<file path="src/rtl/plru_pkg.sv">
package plru_pkg;
  localparam int WAY_W = 2;
  typedef logic [WAY_W-1:0] way_t;
  // root: 1 = lower pair (ways 0/1) touched last
  // lo_w1: 1 = way 1 last in lower pair; up_w2: 1 = way 2 last in upper pair
  typedef struct packed {
    logic up_w2;
    logic lo_w1;
    logic root;
  } tree_t;
endpackage

</file>
<file path="src/rtl/plru_update.sv">
module plru_update
  import plru_pkg::*;
(
  input  tree_t cur_i,
  input  way_t  way_i,
  output tree_t nxt_o
);
  always_comb begin
    nxt_o = cur_i;
    if (!way_i[1]) begin
      nxt_o.root  = 1'b1;
      nxt_o.lo_w1 = way_i[0];
    end else begin
      nxt_o.root  = 1'b0;
      nxt_o.up_w2 = ~way_i[0];
    end
  end
endmodule

</file>
<file path="src/rtl/plru_victim.sv">
module plru_victim
  import plru_pkg::*;
(
  input  tree_t tree_i,
  output way_t  victim_o
);
  always_comb begin
    if (tree_i.root) victim_o = tree_i.up_w2 ? way_t'(3) : way_t'(2);
    else             victim_o = tree_i.lo_w1 ? way_t'(0) : way_t'(1);
  end
endmodule

</file>
<file path="src/rtl/plru_sel.sv">
module plru_sel
  import plru_pkg::*;
#(
  parameter int SETS  = 256,
  parameter int IDX_W = $clog2(SETS)
) (
  input  logic             clk_i,
  input  logic             rst_ni,
  input  logic             acc_valid_i,
  input  logic [IDX_W-1:0] acc_set_i,
  input  logic [1:0]       acc_way_i,
  input  logic [IDX_W-1:0] qry_set_i,
  output logic [1:0]       victim_o
);
  tree_t st [SETS];
  tree_t upd_cur;
  tree_t upd_nxt;

  assign upd_cur = st[acc_set_i];

  plru_update u_upd (
    .cur_i (upd_cur),
    .way_i (acc_way_i),
    .nxt_o (upd_nxt)
  );

  for (genvar s = 0; s < SETS; s++) begin : g_set
    tree_t q;
    always_ff @(posedge clk_i or negedge rst_ni) begin
      if (!rst_ni)
        q <= '0;
      else if (acc_valid_i && acc_set_i == IDX_W'(s))
        q <= upd_nxt;
    end
    assign st[s] = q;
  end

  // query reads registered state: same-cycle update is not yet visible
  plru_victim u_vic (
    .tree_i   (st[qry_set_i]),
    .victim_o (victim_o)
  );
endmodule

</file>
<file path="config.mk">
export PLATFORM = sky130hd
export DESIGN_NAME = plru_sel
export DESIGN_NICKNAME = d
export VERILOG_FILES = /design/src/rtl/plru_pkg.sv /design/src/rtl/plru_update.sv /design/src/rtl/plru_victim.sv /design/src/rtl/plru_sel.sv
export SDC_FILE = /design/constraint.sdc
export NUM_CORES = 2
export LEC_CHECK = 0
export ABC_AREA = 1
export BUFFER_PORTS_ARGS = -buffer_cell sky130_fd_sc_hd__buf_2
export CAP_MARGIN = 0
export CORE_MARGIN = 8
export CORE_UTILIZATION = 40
export CTS_CLUSTER_SIZE = 12
export DETAILED_ROUTE_END_ITERATION = 7
export PLACE_DENSITY = 0.52
export SETUP_SLACK_MARGIN = 0.2
export SYNTH_ARGS = -nofsm -noshare
export SYNTH_HDL_FRONTEND = slang
export SYNTH_SLANG_ARGS = --single-unit
</file>
<file path="constraint.sdc">
create_clock -name clk_i -period 4 [get_ports clk_i]
set_input_delay 0 -clock clk_i [delete_from_list [all_inputs] [get_ports clk_i]]
set_output_delay 0 -clock clk_i [all_outputs]
set_load 0.01 [all_outputs]
</file>
==> results.py <==
metrics = {
    "global_route": {
        "grt_pass1_wl_um": 283000,
        "grtUsageTotal": 0.304,
        "grt_max_degree": 115,
        "overflow": 0,
        "grt_pass1_vias": 43200,
        "grt_use_met1": 0.416,
        "grt.met3_usage": 0.0588,
        "use_met2": 0.471,
        "busiest_layer": "met2",
        "antenna_found_initial": 7,
    },
    "timing": {
        "whs_ns": 0.150,
        "finalHoldViolCount": 0,
        "clock_skew_ns": 0.0255,
        "rsz0062_at_grt": "false",
        "fin_tns_setup_ns": 0,
        "relSlewSlack": 0.153,
        "finalCritPeriodShare": 0.785,
        "maxSlewViolCount": 0,
        "setup_viol": 0,
        "layout_min_cycle_time_ns": 3.14,
        "fmax_mhz": 318,
        "worst_pin_slew_ns": 1.27,
    },
    "yosys": {
        "synth_edf_count": 0,
        "synth.distinct_cells": 22,
        "ys_seq_area_frac": 0.437,
        "ys.flop_type": "dfrtp_1",
        "synth_common_cells": "nand2_1 (3097), nand3_1 (1297), dfrtp_1 (768)",
        "synth_fp_nets": 6663,
        "ys.warnings.count": 0,
        "synth_area_leader_cell": "dfrtp_1",
        "ys_async_sr_fraction": 1.00,
        "syn-mean-instance-area_um2": 6.63,
        "synth_top_area_frac": 0.437,
        "syn-instance-count": 6642,
        "synth.area.top_cells": "dfrtp_1 (44%), nand2_1 (26%), nand3_1 (15%), o21ai_0 (3.3%), inv_1 (2.8%)",
        "ys_ff_latch": 768,
        "netlist_area_um2": 44000,
        "synth_most_common_cell": "nand2_1",
    },
    "clock_network": {
        "root_buffer": "clkbuf_16",
        "clk_latency_ns": 0.69,
        "cts_buffer_depth": 3,
        "numCtsBuffers": 93,
        "cts_resized": 0,
        "cts_tree": "built",
        "htree_num_levels": 3,
        "clkTransAtPathRegs_ns": 0.06,
        "cts.sinks": 768,
    },
    "layout": {
        "syn_to_final_growth_pct": 11.8,
        "drive_gt1_frac": 0.0554,
        "largest-register": "g_set.q",
        "finalNonFillerCells": 7984,
        "largest_reg_flops": 768,
        "utilization": 0.451,
        "largest_registers": "g_set.q (768)",
        "layout.nets": 6513,
        "nFillCells": 11300,
    },
    "routing": {
        "drcViolationCount": 0,
        "ant_nets": 0,
        "vias": 45000,
        "drt-initial-drc-count": 5004,
        "dr.pass1.iters": 8,
        "wl_um": 188000,
        "viasPerCell": 5.63,
        "wl_per_cell_um": 23.5,
    },
    "floorplan": {
        "num_rows": 121,
        "die_w_um": 348,
        "core_um2": 109000,
        "die_area_um2": 121000,
        "io_pins": 23,
        "initial_core_util": 0.404,
        "die_height_um": 348,
    },
    "worst_hold_path": {
        "hold_start": "acc_valid_i",
        "holdPathStages": 6,
        "holdPathEnd": "g_set[245].q[1]$_DFFE_PN0P_",
        "hold_path.class": "input port to flip-flop",
    },
    "critical_path": {
        "r2r_cells": 15,
        "end_kind": "output port",
        "path_class": "input port to output port",
        "required_ns": 4.00,
        "cp.arrival_ns": 3.14,
        "r2r_start": "g_set[21].q[1]$_DFFE_PN0P_",
        "ff2ff_setup_slack_ns": 1.04,
        "critPathLaunchType": "input port",
        "r2r_end": "g_set[46].q[1]$_DFFE_PN0P_",
        "cp_max_fo": 72,
    },
    "power_and_ir_drop": {
        "p_leak_nw": 23.9,
        "total_power_mw": 19.8,
        "power_density_nw_per_um2": 402,
        "worst_ir_drop_vdd_mv": 0.337,
    },
    "run": {
        "cap_violations": 0,
    },
    "place": {
        "place_congestion": 0.901,
        "port_buffers": 22,
        "place_inst": 7807,
        "hpwlAfterDp_um": 113000,
    },
    "status": {
        "status": "complete, no violations",
    },
}
[where the power goes]
group          internal (mW)  switching [mW]
Clock                   5.39            3.65
Sequential              8.09           0.246
Combinational          0.612            1.78
Total                   14.1            5.68
[worst max path at each step]
stage | from | to | slack, ns | cells after the start
after floorplan | acc_set_i[0] | g_set[10].q[1]$_DFFE_PN0P_ | 2.23 | 19
after global placement | acc_set_i[1] | g_set[46].q[1]$_DFFE_PN0P_ | 0.71 | 18
after detailed placement | acc_set_i[1] | g_set[46].q[1]$_DFFE_PN0P_ | 0.64 | 18
after CTS | g_set[71].q[0]$_DFFE_PN0P_ | victim_o[0] | 1.01 | 13
after global routing | qry_set_i[0] | victim_o[0] | 0.79 | 16
final | qry_set_i[0] | victim_o[0] | 0.86 | 16
[per-layer routing]
layer,share of wire,up-vias
met5,0.00013,-
met4,0.049,4
met3,0.090,412
met2,0.44,2030
met1,0.42,21600
li1,-,20900
[placed cells by master (no fill, tap or decap), types with 2 or more instances in the layout]
cell | Yosys | routed
clkinv_1 | 17 | 14
bufinv_16 | 0 | 9
diode_2 | 0 | 3
clkinv_8 | 0 | 2
inv_1 | 324 | 317
buf_2 | 44 | 15
a21oi_1 | 11 | 11
nor3_1 | 160 | 160
clkinv_2 | 0 | 19
nand2_1 | 3097 | 3095
buf_4 | 30 | 110
o21ai_0 | 291 | 291
clkinvlp_4 | 0 | 3
clkbuf_16 | 0 | 95
clkbuf_1 | 288 | 15
a22oi_1 | 26 | 26
buf_12 | 0 | 54
inv_6 | 0 | 4
mux2_2 | 3 | 3
nor2_4 | 0 | 3
nand3_1 | 1297 | 1297
clkbuf_8 | 0 | 27
nand4_1 | 8 | 8
nor2_1 | 190 | 185
o21ai_1 | 5 | 5
buf_8 | 0 | 2
o211ai_1 | 7 | 7
inv_4 | 0 | 2
dfrtp_1 | 768 | 768
nor2_2 | 0 | 2
dlygate4sd3_1 | 0 | 4
inv_2 | 3 | 6
nand2_4 | 0 | 2
inv_8 | 0 | 2
[critical path, cell delays in order]
cell and delay, ns:
buf_8 0.19, inv_8 0.52, buf_4 0.34, nand2_1 0.08, nand3_1 0.10, nand3_1 0.11, nand3_1 0.11, nand3_1 0.23
nand2_1 0.16, nand2_1 0.06, nand3_1 0.27, nand3_1 0.16, nand2_1 0.25, nand2_1 0.09, nand2_1 0.21, buf_2 0.18
[logic make-up (layout without fill, tap and decap cells)]
family | after synthesis | after routing | share of synthesized area
flops | 768 | 768 | 0.437
simple gates | 4754 | 4754 | 0.447
compound gates | 340 | 340 | 0.0405
buf+inv | 777 | 702 | 0.0745
other cells | 0 | 3 | 0
mux | 3 | 3 | 0.000768
[per-stage QoR]
step                      setup slack [ns]  area [um2]
after global routing                 0.788       49200
after CTS                             1.01       49200
after global placement               0.706       45900
after floorplan                       2.23       44000
after detailed placement             0.645       45900
final                                0.858       49200
[what timing repair did]
| action | CTS | global route |
|---|---|---|
| hold buffers | 4 | 0 |
| endpoints found under the hold margin | 268 | 0 |
| setup buffers | 0 | 0 |
[layout make-up]
type | count | area [um2] | area share
Multi-Input combinational cell | 5097 | 21600 | 0.438
Sequential cell | 768 | 19200 | 0.391
Clock buffer | 135 | 2780 | 0.0565
Timing Repair Buffer | 188 | 2090 | 0.0425
Tap cell | 1414 | 1770 | 0.0360
Inverter | 344 | 1320 | 0.0269
Clock inverter | 35 | 442 | 0.00898
Antenna cell | 3 | 7.51 | 0.000153
(Power assumes the default switching activity.)
